## src/rtl/tblrd_pkg.sv

```systemverilog
package tblrd_pkg;
  typedef enum logic [1:0] {
    ST_IDLE  = 2'd0,
    ST_FETCH = 2'd1,
    ST_XFER  = 2'd2,
    ST_NOP   = 2'd3
  } tr_state_t;
endpackage

```

## src/rtl/tblrd_ctrl.sv

```systemverilog
module tblrd_ctrl
  import tblrd_pkg::*;
#(
  parameter int CNT_W = 8
) (
  input  logic             clk,
  input  logic             rst,
  input  logic             start,
  input  logic             indirect,
  input  logic [CNT_W-1:0] count,
  input  logic             ptr_load,
  output logic             idle,
  output logic             accept,
  output logic             xfer,
  output logic             ind_mode
);
  localparam logic [CNT_W-1:0] ONE = {{(CNT_W-1){1'b0}}, 1'b1};

  tr_state_t        state_q;
  logic [CNT_W-1:0] left_q;
  logic             pf_q;

  assign idle   = (state_q == ST_IDLE);
  assign accept = idle && start;
  assign xfer   = (state_q == ST_XFER);

  always_ff @(posedge clk) begin
    if (rst) begin
      state_q  <= ST_IDLE;
      left_q   <= '0;
      pf_q     <= 1'b0;
      ind_mode <= 1'b0;
    end else begin
      unique case (state_q)
        ST_IDLE: begin
          pf_q <= 1'b0;
          if (start) begin
            ind_mode <= indirect;
            if (indirect && count == '0) begin
              state_q <= ST_NOP;
            end else begin
              left_q  <= indirect ? count : ONE;
              state_q <= (pf_q && !ptr_load) ? ST_XFER : ST_FETCH;
            end
          end
        end
        ST_FETCH: state_q <= ST_XFER;
        ST_XFER: begin
          if (left_q == ONE) begin
            state_q <= ST_IDLE;
            pf_q    <= 1'b1;
          end else begin
            left_q <= left_q - ONE;
          end
        end
        ST_NOP: state_q <= ST_IDLE;
        default: state_q <= ST_IDLE;
      endcase
    end
  end

  AST_FETCH_THEN_XFER: assert property (@(posedge clk) disable iff (rst)
    (state_q == ST_FETCH) |=> (state_q == ST_XFER));
  AST_GAP_COSTS_FETCH: assert property (@(posedge clk) disable iff (rst)
    (idle && start && $past(idle && !start)) |=> (state_q != ST_XFER));
  AST_NOP_SINGLE: assert property (@(posedge clk) disable iff (rst)
    (state_q == ST_NOP) |=> (state_q == ST_IDLE));
  AST_LOAD_DROPS_PF: assert property (@(posedge clk) disable iff (rst)
    (accept && ptr_load) |=> (state_q != ST_XFER));
endmodule

```

## src/rtl/tblrd_tptr.sv

```systemverilog
module tblrd_tptr #(
  parameter int PM_AW = 10
) (
  input  logic             clk,
  input  logic             rst,
  input  logic             idle,
  input  logic             load,
  input  logic [PM_AW-1:0] load_val,
  input  logic             step,
  output logic [PM_AW-1:0] pm_addr
);
  localparam logic [PM_AW-1:0] ONE = {{(PM_AW-1){1'b0}}, 1'b1};

  logic [PM_AW-1:0] ptr_q;

  always_ff @(posedge clk) begin
    if (rst)               ptr_q <= '0;
    else if (idle && load) ptr_q <= load_val;
    else if (step)         ptr_q <= ptr_q + ONE;
  end

  // During a transfer the read port already fetches the following word.
  assign pm_addr = step ? (ptr_q + ONE) : ptr_q;

  AST_PTR_STEP: assert property (@(posedge clk) disable iff (rst)
    step |=> (ptr_q == $past(ptr_q) + ONE));
  AST_PTR_HOLD: assert property (@(posedge clk) disable iff (rst)
    (!step && !(idle && load)) |=> $stable(ptr_q));
endmodule

```

## src/rtl/tblrd_dest.sv

```systemverilog
module tblrd_dest #(
  parameter int REG_AW = 8
) (
  input  logic              clk,
  input  logic              rst,
  input  logic              accept,
  input  logic [REG_AW-1:0] dest_in,
  input  logic              step,
  input  logic              ind_mode,
  output logic [REG_AW-1:0] dest
);
  localparam logic [REG_AW-1:0] ONE = {{(REG_AW-1){1'b0}}, 1'b1};

  always_ff @(posedge clk) begin
    if (rst)                    dest <= '0;
    else if (accept)            dest <= dest_in;
    else if (step && ind_mode)  dest <= dest + ONE;
  end

  AST_DEST_STEP: assert property (@(posedge clk) disable iff (rst)
    (step && ind_mode) |=> (dest == $past(dest) + ONE));
endmodule

```

## src/rtl/tblrd_cycles.sv

```systemverilog
module tblrd_cycles #(
  parameter int CYC_W = 9
) (
  input  logic             clk,
  input  logic             rst,
  input  logic             accept,
  input  logic             busy,
  output logic [CYC_W-1:0] cyc
);
  localparam logic [CYC_W-1:0] ONE = {{(CYC_W-1){1'b0}}, 1'b1};

  always_ff @(posedge clk) begin
    if (rst)         cyc <= '0;
    else if (accept) cyc <= '0;
    else if (busy)   cyc <= cyc + ONE;
  end

  AST_CYC_HOLD_IDLE: assert property (@(posedge clk) disable iff (rst)
    (!busy && !accept) |=> $stable(cyc));
endmodule

```

## src/rtl/tblrd_engine.sv

```systemverilog
module tblrd_engine #(
  parameter int PM_AW  = 10,
  parameter int DATA_W = 16,
  parameter int REG_AW = 8,
  parameter int CNT_W  = 8,
  localparam int CYC_W = CNT_W + 1
) (
  input  logic              clk,
  input  logic              rst,
  input  logic              start,
  input  logic              indirect,
  input  logic [REG_AW-1:0] dest_addr,
  input  logic [CNT_W-1:0]  rep_count,
  input  logic              ptr_load,
  input  logic [PM_AW-1:0]  ptr_value,
  output logic [PM_AW-1:0]  pm_addr,
  input  logic [DATA_W-1:0] pm_data,
  output logic              reg_we,
  output logic [REG_AW-1:0] reg_addr,
  output logic [DATA_W-1:0] reg_data,
  output logic              busy,
  output logic [CYC_W-1:0]  cyc_count
);
  logic idle, accept, xfer, ind_mode;

  tblrd_ctrl #(.CNT_W(CNT_W)) u_ctrl (
    .clk(clk), .rst(rst), .start(start), .indirect(indirect),
    .count(rep_count), .ptr_load(ptr_load), .idle(idle),
    .accept(accept), .xfer(xfer), .ind_mode(ind_mode)
  );

  tblrd_tptr #(.PM_AW(PM_AW)) u_tptr (
    .clk(clk), .rst(rst), .idle(idle), .load(ptr_load),
    .load_val(ptr_value), .step(xfer), .pm_addr(pm_addr)
  );

  tblrd_dest #(.REG_AW(REG_AW)) u_dest (
    .clk(clk), .rst(rst), .accept(accept), .dest_in(dest_addr),
    .step(xfer), .ind_mode(ind_mode), .dest(reg_addr)
  );

  tblrd_cycles #(.CYC_W(CYC_W)) u_cyc (
    .clk(clk), .rst(rst), .accept(accept), .busy(busy), .cyc(cyc_count)
  );

  assign busy     = !idle;
  assign reg_we   = xfer;
  assign reg_data = pm_data;

  AST_START_IGNORED: assert property (@(posedge clk) disable iff (rst)
    (busy && start && !reg_we) |=> $stable(reg_addr));
endmodule

```

## config.mk

```make
export PLATFORM = sky130hd
export DESIGN_NAME = tblrd_engine
export DESIGN_NICKNAME = d
export VERILOG_FILES = /design/src/rtl/tblrd_pkg.sv /design/src/rtl/tblrd_ctrl.sv /design/src/rtl/tblrd_tptr.sv /design/src/rtl/tblrd_dest.sv /design/src/rtl/tblrd_cycles.sv /design/src/rtl/tblrd_engine.sv
export SDC_FILE = /design/constraint.sdc
export NUM_CORES = 1
export LEC_CHECK = 0
export BUFFER_PORTS_ARGS = -buffer_cell sky130_fd_sc_hd__clkbuf_2
export CAP_MARGIN = 40
export CORE_MARGIN = 2
export CORE_UTILIZATION = 45
export CTS_CLUSTER_SIZE = 24
export DETAILED_ROUTE_END_ITERATION = 10
export PLACE_DENSITY = 0.79
export SLEW_MARGIN = 10
export SYNTH_ARGS = -nofsm -noshare
export SYNTH_HDL_FRONTEND = slang
export SYNTH_HIERARCHICAL = 1
export SYNTH_SLANG_ARGS = --single-unit
```

## constraint.sdc

```tcl
create_clock -name clk -period 5.6 [get_ports clk]
set_input_delay 0.84 -clock clk [delete_from_list [all_inputs] [get_ports clk]]
set_output_delay 0.84 -clock clk [all_outputs]
set_load 0.01 [all_outputs]
```

==> metrics.md, run 1 <==
| Metric | Value |
|---|---|
| CP Cell Sequence | nand2b_1 > inv_1 > nand4_2 > or4_4 > xor2_1 > inv_1 > clkbuf_2 |
| Die Ht | 76.0 um |
| Cts bufs inserted | 5 |
| Ys async rst share | 0% |
| Final Hold Viols | 0 |
| Sw Ratio | 31.2% |
| M2 GR Usage | 32.1% |
| Max_slew headroom | 49.7% |
| Vias | 2133 |
| Insertion delay to the later sink of the worst-skew pair | roughly 0.29 ns |
| Logic pwr share | a little under a quarter |
| Row Count | 26 |
| Final clock skew | 0.00567 ns |
| Sequential area share after synthesis | 33.5% |
| RSZ-0062 raised after global routing | no |
| Post-synthesis adder-cell area fraction | around 2.7% |
| R2r endpoint | u_tptr/ptr_q[9] |
| Xor/xnor cell area share of the yosys netlist | 6.02% |
| Final #Nets | 371 |
| Grt met1 use | 23.3% |
| R2r setup slk | about 3.2 ns |
| CP endpoint kind | output port |
| First-pass GRT wire length | a little over 9 mm |
| GPL Wtd Cong | between 0.9 and 1 |
| Boundary Pins | 92 |
| Hold WC Path Type | reg2reg |
| Share of layout cells above drive strength 1 | 27.2% |
| GRT Overall Usage | between 10% and 20% |
| Hold EP | u_ctrl/pf_q |
| Die area | 5770 sq um |
| Final Power | 740 uW |
| Post-synth EDFFs | 0 |
| Syn nets | 331 |
| Routed len/inst | 13.5 um |
| Reg power frac | between 40% and 50% |
| Post-CTS Setup Bufs | 0 |
| CP peak stage delay | 0.49 ns |
| CTS Buffer Depth | 2 |
| Via density | 5.47 |
| Final Slew Violations | 0 |
| Pre-antenna DRT Iters | 4 |
| Simple-gate area share of the yosys netlist | a little over a quarter |
| Minimum clock period after layout | approximately 3.5 ns |
| Ys flop type | dfxtp_1 |
| CP arrival | 2.63 ns |
| Initial Utilization | approximately 46% |
| Register bit total from synthesis | 39 |
| Most frequent cells in the layout | 59 x clkbuf_2, 39 x dfxtp_1, 26 x nor2_1 |
| Yosys warning total | 6 |
| Drt drc | 0 |
| Kind of cell adding the most delay to the critical path | simple AND/OR/NAND/NOR gates |
| CP Launch Type | flop |
| F_max | 0.288 GHz |
| Worst Path Max Fanout | 17 |
| Worst R2R Path Depth | 6 |
| Initial DRC Count | 95 |
| Syn-to-layout area delta | 14.2% |
| Post-CTS sizing | 0 |
| Commonest non-fill, non-tap cell in the layout | clkbuf_2 |
| Status | complete, no violations |
| Initial antenna violation count | 0 |
| Vias in the first global route | 2054 |
| Grt ovf | 0 |
| Core Region | 5040 sq um |
| Synth Cell Area | approximately 2300 sq um |
| Reg2Reg Launch Point | u_ctrl/state_q[1] |
| Final antenna-violating net count | 0 |
| Final worst-path cycle share | 62.0% |
| Mean Syn Cell Area | 8.35 sq um |
| Slowest-stage cell, CP | inv_1 |
| Die width | 76.0 um |
| Library cells used by synthesis | 54 |
| Main combinational cell family by area after synthesis | simple AND/OR/NAND/NOR gates |
| Hold_buf cts | 0 |
| WS Path Type | reg2out |
| Post-synthesis compound-gate area fraction | 19.8% |
| Actual slew at the worst max-slew pin | roughly 0.75 ns |
| FILL cells | just under 500 |
| Diodes inserted | 0 |
| Internal power | roughly 500 uW |
| Pin count of the biggest net entering global routing | 35 |
| Hold-critical path depth | 2 |
| Mux contribution to synthesized area | 1.34% |
| Placed wire-length estimate | 3.88 mm |
| Root buffer cell | clkbuf_8 |
| Hold Startpoint | u_ctrl/pf_q |
| TritonCTS clock tree | built |
| H-tree levels | 2 |
| Power per standard cell area | 278 nW/um^2 |
| CP bufs+invs | 3 |
| P_sw | between 200 and 250 uW |
| Critical Path RT | around 4.8 ns |
| Crit path launch | u_ctrl/state_q[1] |
| Top Usage Layer GRT | met2 |
| Cells after Synth | 279 |
| PortBufs | 59 |
| Clock network fraction of total power | 32.1% |
| Setup violations, final | 0 |
| Clock-pin slew on the worst setup and hold paths | approximately 0.08 ns |
| Most frequent cell on the critical path | inv_1 |
| Final wirelength | 5.28 mm |
| Grt met3 use | 3.81% |
| Leak pwr | approximately 1.1 nW |
| Num Clock Sinks | 39 |
| Max Cap Viol | 0 |
| Maximum vdd drop | between 0.0001 and 0.00015 V |
| Setup TNS | 0 ns |
-- worst register-to-register path: cells and delay by family (launching register included) --
| family | cells | cell delay, ns |
|---|---|---|
| AO/OA/AOI/OAI | 1 | 0.09 |
| buffers and inverters | 1 | 0.49 |
| flip-flops | 1 | 0.46 |
| XOR/XNOR | 1 | 0.22 |
| AND/OR/NAND/NOR | 3 | 0.98 |
-- final cells by class --
class	count	area, sq um	area share [%]
clock inverters	3	43.8	1.65
repair buffers	59	295	11.1
flip-flops and latches	39	781	29.3
inverters	18	67.6	2.54
well taps	70	87.6	3.29
clock buffers	5	68.8	2.59
multi-input cells	196	1320	49.5
-- layer usage --
layer,share of wire (%),vias up
met1,45,985
met4,1.7,0
met2,48,64
li1,-,1076
met3,5.0,8
met5,0,-
-- worst max path at each step --
stage	endpoint	cells after the start	slack (ns)
floorplan	pm_addr[9]	7	2.95
global placement	pm_addr[9]	7	2.54
detailed placement	pm_addr[9]	7	2.47
CTS	pm_addr[9]	7	2.13
global route	pm_addr[9]	7	1.89
finish	pm_addr[9]	7	2.13
-- flip-flops by register name (all words and copies together) (netlist names) --
signal,count
u_ctrl/ind_mode,1
u_ctrl/left_q,8
u_ctrl/pf_q,1
u_ctrl/state_q,2
u_cyc/cyc,9
u_dest/dest,8
u_tptr/ptr_q,10
-- power groups by stage --
stage / registers [mW] / clock network, mW / logic, mW
3_3_place_gp: 0.334 / 0 / 0.168
2_1_floorplan: 0.332 / 0 / 0.132
3_5_place_dp: 0.335 / 0 / 0.172
6_report: 0.330 / 0.237 / 0.173
5_1_grt: 0.334 / 0.253 / 0.192
4_1_cts: 0.329 / 0.245 / 0.172
-- Yosys cell counts, types with 3 or more instances --
cell      count  share of area, %
buf_4        17               5.5
or4_1         4               1.3
or2_2         3              0.81
ha_1          5               2.7
nand2_1      20               3.2
a311oi_1      4               1.5
dfxtp_1      39                34
nand3_1      15               3.2
o21ai_0      10               2.1
a211oi_1      8               2.6
a21oi_1      16               3.4
xnor2_1       9               3.4
nor2_1       26               4.2
nor2b_1       3              0.81
nor3_1        4              0.86
clkbuf_1      5              0.81
a211oi_2      4               2.1
xor2_1        7               2.6
nand2b_1      3              0.81
nand4_1       8               2.1
a31oi_1       4               1.1
inv_1        18               2.9
or3_1         7               1.9
-- per-stage QoR --
step	util [%]	setup slack, ns	instance area [sq um]	hold slack [ns]	cells
floorplan	-	2.95	2330	0.440	279
global placement	50.5	2.54	2550	0.447	382
detailed placement	50.5	2.47	2550	0.466	382
CTS	52.8	2.13	2660	0.477	390
global route	52.8	1.89	2660	0.502	390
finish	52.8	2.13	2660	0.473	390
-- cells by family (layout without fill, tap and decap cells) --
kind of cell	after synthesis	count (layout)
DFF	39	39
adders and majority gates	5	5
and+or+nand+nor	110	110
xor gates and xnor gates	16	16
AOI/OAI and AO/OA	62	62
buffers and inverters	44	85
muxes	3	3
(Power assumes the default switching activity.)
==> inputs of run 2 (changes only) <==
Settings changed: CORE_UTILIZATION 45 to 44, PLACE_DENSITY 0.79 to 0.8.
Clock period 5.6 ns to 3 ns, I/O delays scaled along.
==> run 2 against run 1 <==
  * Routed wire length up 3.0%
  * Register-to-register slack worse by 2.3 ns
  * Setup slack worse by 1.8 ns
  * Largest cell class unchanged
  * Critical path depth unchanged
  * Cell count up 0.51%
  * Highest routed layer unchanged
==> metrics.md, run 2 (synthesis gave the netlist of run 1 again) <==
| Metric | Value |
|---|---|
| Status | complete, no violations |
| Final Slew Violations | 0 |
| Pin count of the biggest net entering global routing | 35 |
| Sw Ratio | 31.2% |
| Commonest non-fill, non-tap cell in the layout | clkbuf_2 |
| Kind of cell adding the most delay to the critical path | simple AND/OR/NAND/NOR gates |
| GRT Overall Usage | a little under a fifth |
| Maximum vdd drop | 0.000275 V |
| Leak pwr | 1.12 nW |
| Critical Path RT | 2.55 ns |
| Boundary Pins | 92 |
| Final worst-path cycle share | between 80% and 90% |
| Placed inst area | 2560 sq um |
| Most frequent cell on the critical path | inv_1 |
| First-pass GRT wire length | just over 9 mm |
| Minimum clock period after layout | 2.70 ns |
| Via density | 5.55 |
| Pre-antenna DRT Iters | 4 |
| Setup TNS | 0 ns |
| Syn-to-layout area delta | 14.9% |
| Routed len/inst | 13.9 um |
| Final clock skew | 0.00421 ns |
| Initial antenna violation count | 0 |
| Final Hold Viols | 0 |
| Final instance area | 2680 sq um |
| Reg power frac | 44.5% |
| Final antenna-violating net count | 0 |
| Insertion delay to the later sink of the worst-skew pair | approximately 0.29 ns |
| Diodes inserted | 0 |
| Placed wire-length estimate | 4.02 mm |
| WS Path Type | reg2out |
| Root buffer cell | clkbuf_8 |
| Top Usage Layer GRT | met2 |
| Post-CTS Setup Bufs | 0 |
| Initial DRC Count | 68 |
| M2 GR Usage | 32.0% |
| H-tree levels | 2 |
| Grt ovf | 0 |
| CTS Buffer Depth | 2 |
| CP arrival | 2.25 ns |
| Final #Nets | 373 |
| Dpl ws | just over 0.6 ns |
| PortBufs | 59 |
| Hold_buf cts | 0 |
| Row Count | 26 |
| Top Registers | u_tptr/ptr_q (10), u_cyc/cyc (9) |
| Grt met3 use | 2.94% |
| Core Util, Final | 52.4% |
| F_max | 0.371 GHz |
| Hold WC Path Type | in2reg |
| Final wirelength | 5.43 mm |
| CP Launch Type | flop |
| Actual slew at the worst max-slew pin | 0.754 ns |
| Die width | 76.8 um |
| Power per standard cell area | 518 nW/um^2 |
| Vias in the first global route | 2026 |
| Vias | 2174 |
| CP bufs+invs | 3 |
| Die Ht | 76.8 um |
| Logic pwr share | 23.9% |
| Max Cap Viol | 0 |
| Biggest register | u_tptr/ptr_q |
| Post-CTS sizing | 0 |
| CP Cell Sequence | nand2b_1 > inv_1 > nand4_2 > or4_4 > xor2_1 > inv_1 > clkbuf_2 |
| Die area | 5890 sq um |
| RSZ-0062 raised after global routing | no |
| CP peak stage delay | ~0.46 ns |
| Num Clock Sinks | 39 |
| TritonCTS clock tree | built |
| Clock-pin slew on the worst setup and hold paths | around 0.080 ns |
| Worst Path Max Fanout | 13 |
| Slowest-stage cell, CP | dfxtp_1 |
| Share of layout cells above drive strength 1 | 27.6% |
| Max FFs per register | 10 |
| Internal power | 954 uW |
| Setup violations, final | 0 |
| Grt met1 use | 23.5% |
| P_sw | approximately 430 uW |
| Core Region | 5110 sq um |
| Max_slew headroom | 49.7% |
| Cts bufs inserted | 5 |
| Drt drc | 0 |
| Clock network fraction of total power | between 30% and 40% |
| Setup WS post-layout | 0.301 ns |
| Most frequent cells in the layout | 59 x clkbuf_2, 39 x dfxtp_1, 26 x nor2_1 |
| Initial Utilization | 45.6% |
| CP endpoint kind | output port |
| GPL Wtd Cong | 0.925 |
run 2: cell types whose count changed in the layout (fill, tap and decap cells not counted):
| cell | before | now |
|---|---|---|
| buf_4 | 0 | 2 |
run 2: stage by stage:
stage	hold slack [ns]	std cells	total power [mW]
3_3_place_gp	0.445	384	0.942
2_1_floorplan	0.440	279	0.867
3_5_place_dp	0.460	384	0.956
4_1_cts	0.385	392	1.40
5_1_grt	0.396	392	1.46
6_report	0.398	392	1.39
run 2: path summary, 6_finish.rpt:
path / from / to / slack (ns) / depth (start not counted)
setup / recovery: u_ctrl/state_q[1] / pm_addr[9] / 0.30 / 7
hold / removal: dest_addr[3] / u_dest/dest[3] / 0.40 / 3
setup reg to reg: u_ctrl/state_q[1] / u_dest/dest[5] / 0.88 / 6
hold reg to reg: u_ctrl/pf_q / u_ctrl/pf_q / 0.47 / 2
run 2: metal layers:
| metal | up-vias | share of wire [%] |
|---|---|---|
| met2 | 80 | 49 |
| met4 | 0 | 2.4 |
| met3 | 11 | 5.1 |
| met1 | 1003 | 43 |
| li1 | 1080 | - |
| met5 | - | 0 |
run 2: worst reg2reg max path, stage by stage, from the launching register on:
cell and delay (ns):
dfxtp_1 0.46, nand2b_1 0.32, inv_1 0.18, buf_4 0.23, nand4_1 0.19, or3_1 0.38
a311oi_1 0.26
run 2: layout make-up:
cell class	count	area, sq um
Fill cell	516	2430
Timing Repair Buffer	61	310
Clock buffer	5	68.8
Sequential cell	39	781
Multi-Input combinational cell	196	1320
Inverter	18	67.6
Tap cell	70	87.6
Clock inverter	3	43.8
run 2: power by group through the flow:
stage	combinational (mW)	clock (mW)	sequential, mW
global route	0.367	0.473	0.624
floorplan	0.247	0	0.620
detailed placement	0.329	0	0.627
CTS	0.333	0.452	0.616
finish	0.332	0.438	0.617
global placement	0.317	0	0.624
==> inputs of run 3 (changes only) <==
Settings changed: CORE_MARGIN 2 to 5, TNS_END_PERCENT from default to 10.
==> run 3 against run 2 <==
  * Fmax is 0.39% lower
  * Critical path depth did not move
  * Via count down 1.5%
  * Routed wire length is 2.0% lower
  * Die area rose by 16%
  * Hold slack gained 0.0080 ns
  * Global-route usage is 2.0 points lower
  * Critical endpoint unchanged
  * Highest routed layer unchanged
==> metrics.md, run 3 (synthesis gave the netlist of run 1 again) <==
| Metric | Value |
|---|---|
| Initial DRC Count | 75 |
| Root buffer cell | clkbuf_8 |
| F_max | 0.369 GHz |
| Final wirelength | 5.33 mm |
| Pin count of the biggest net entering global routing | 35 |
| Minimum clock period after layout | 2.71 ns |
| Dpl ws | slightly above 0.6 ns |
| Routed len/inst | 13.6 um |
| Die width | 82.8 um |
| Setup violations, final | 0 |
| Leak pwr | 1.12 nW |
| Status | complete, no violations |
| CP Cell Sequence | nand2b_1 > inv_1 > nand4_2 > or4_4 > xor2_1 > inv_1 > clkbuf_2 |
| Via density | 5.48 |
| Final worst-path cycle share | 90.3% |
| Biggest register | u_tptr/ptr_q |
| Hold_buf cts | 0 |
| Diodes inserted | 0 |
| Boundary Pins | between 90 and 100 |
| Pre-antenna DRT Iters | 4 |
| Num Clock Sinks | 39 |
| Maximum vdd drop | 0.000252 V |
| Final clock skew | 0.00550 ns |
| PortBufs | 59 |
| Grt ovf | 0 |
| Setup WS post-layout | 0.291 ns |
| Critical Path RT | 2.55 ns |
| Syn-to-layout area delta | 14.6% |
| Top Registers | u_tptr/ptr_q (10), u_cyc/cyc (9) |
| Slowest-stage cell, CP | dfxtp_1 |
| WS Path Type | reg2out |
| Max Cap Viol | 0 |
| Power per standard cell area | around 510 nW/um^2 |
| Initial Utilization | 45.3% |
| Die Ht | 82.8 um |
| FILL cells | 534 |
| Final antenna-violating net count | 0 |
| Row Count | 26 |
| Max FFs per register | 10 |
| Post-CTS sizing | 0 |
| Final Hold Viols | 0 |
| Die area | 6850 sq um |
| Dpl cells | 383 |
| RSZ-0062 raised after global routing | no |
| Most frequent cell on the critical path | inv_1 |
| H-tree levels | 2 |
| Post-CTS Setup Bufs | 0 |
| Cts bufs inserted | 5 |
| Placed wire-length estimate | 4.05 mm |
| CP Launch Type | flop |
| Max_slew headroom | 48.5% |
| GPL Wtd Cong | 0.882 |
| Share of layout cells above drive strength 1 | between 20% and 30% |
| Placed inst area | 2560 sq um |
| First-pass GRT wire length | 9.03 mm |
| Core Region | 5140 sq um |
| Commonest non-fill, non-tap cell in the layout | clkbuf_2 |
| Vias in the first global route | between 2000 and 2500 |
| CTS Buffer Depth | 2 |
| Worst Path Max Fanout | 13 |
| Actual slew at the worst max-slew pin | roughly 0.77 ns |
| CP endpoint kind | output port |
| Final Slew Violations | 0 |
| Clock-pin slew on the worst setup and hold paths | 0.08 ns |
| Setup TNS | 0 ns |
| Final Power | ~1.4 mW |
| CP peak stage delay | between 0.4 and 0.5 ns |
| Final instance area | ~2700 sq um |
| TritonCTS clock tree | built |
| Drt drc | 0 |
| Hold WC Path Type | in2reg |
| CP arrival | 2.26 ns |
| GRT Overall Usage | 16.9% |
| Final #Nets | 372 |
| Final instance count without filler cells | 391 |
| Vias | around 2100 |
| Initial antenna violation count | 0 |
| Insertion delay to the later sink of the worst-skew pair | 0.28 ns |
| Most frequent cells in the layout | 59 x clkbuf_2, 39 x dfxtp_1, 26 x nor2_1 |
run 3: cell count changes in the layout (fill, tap and decap cells not counted):
cell / change
buf_4: -1
run 3: final cells by class:
type                       instances  area (sq um)  share of cell area (%)
clock inverter                     3          43.8                    1.64
timing repair buffer              60           303                    11.3
tap                               70          87.6                    3.28
sequential                        39           781                    29.3
inverter                          18          67.6                    2.53
multi-input combinational        196          1320                    49.4
clock buffer                       5          68.8                    2.58
run 3: per-stage QoR:
| step | utilization (%) | hold WS, ns |
|---|---|---|
| 2_1_floorplan | - | 0.440 |
| 3_3_place_gp | 49.7 | 0.447 |
| 3_5_place_dp | 49.7 | 0.456 |
| 4_1_cts | 51.9 | 0.395 |
| 5_1_grt | 51.9 | 0.404 |
| 6_report | 51.9 | 0.405 |
run 3: routing by layer:
metal  global-route usage [%]  part of all wire (%)  vias to the layer above
li1                         -                     -                     1077
met1                     20.6                    44                      996
met5                        0                     0                        -
met3                     2.93                   5.5                       11
met2                     28.4                    49                       58
met4                     8.17                   2.2                        0
run 3: critical path, delay by kind of cell (launching register included):
kind	cells	cell delay (ns)
simple gates	3	0.92
buf+inv	3	0.37
xor+xnor	1	0.23
flops	1	0.47
run 3: final timing paths:
| kind | startpoint | end | slack (ns) | depth (start not counted) |
|---|---|---|---|---|
| worst max-delay path | u_ctrl/state_q[1] | pm_addr[9] | 0.29 | 7 |
| worst min-delay path | ptr_value[1] | u_tptr/ptr_q[1] | 0.41 | 3 |
| worst max register to register | u_ctrl/state_q[1] | u_dest/dest[3] | 0.87 | 6 |
| worst min register to register | u_ctrl/pf_q | u_ctrl/pf_q | 0.46 | 2 |
run 3: power by group:
group          total (mW)  internal (mW)  switching [mW]
sequential          0.615          0.561          0.0543
combinational       0.324          0.142           0.182
clock               0.433          0.248           0.185
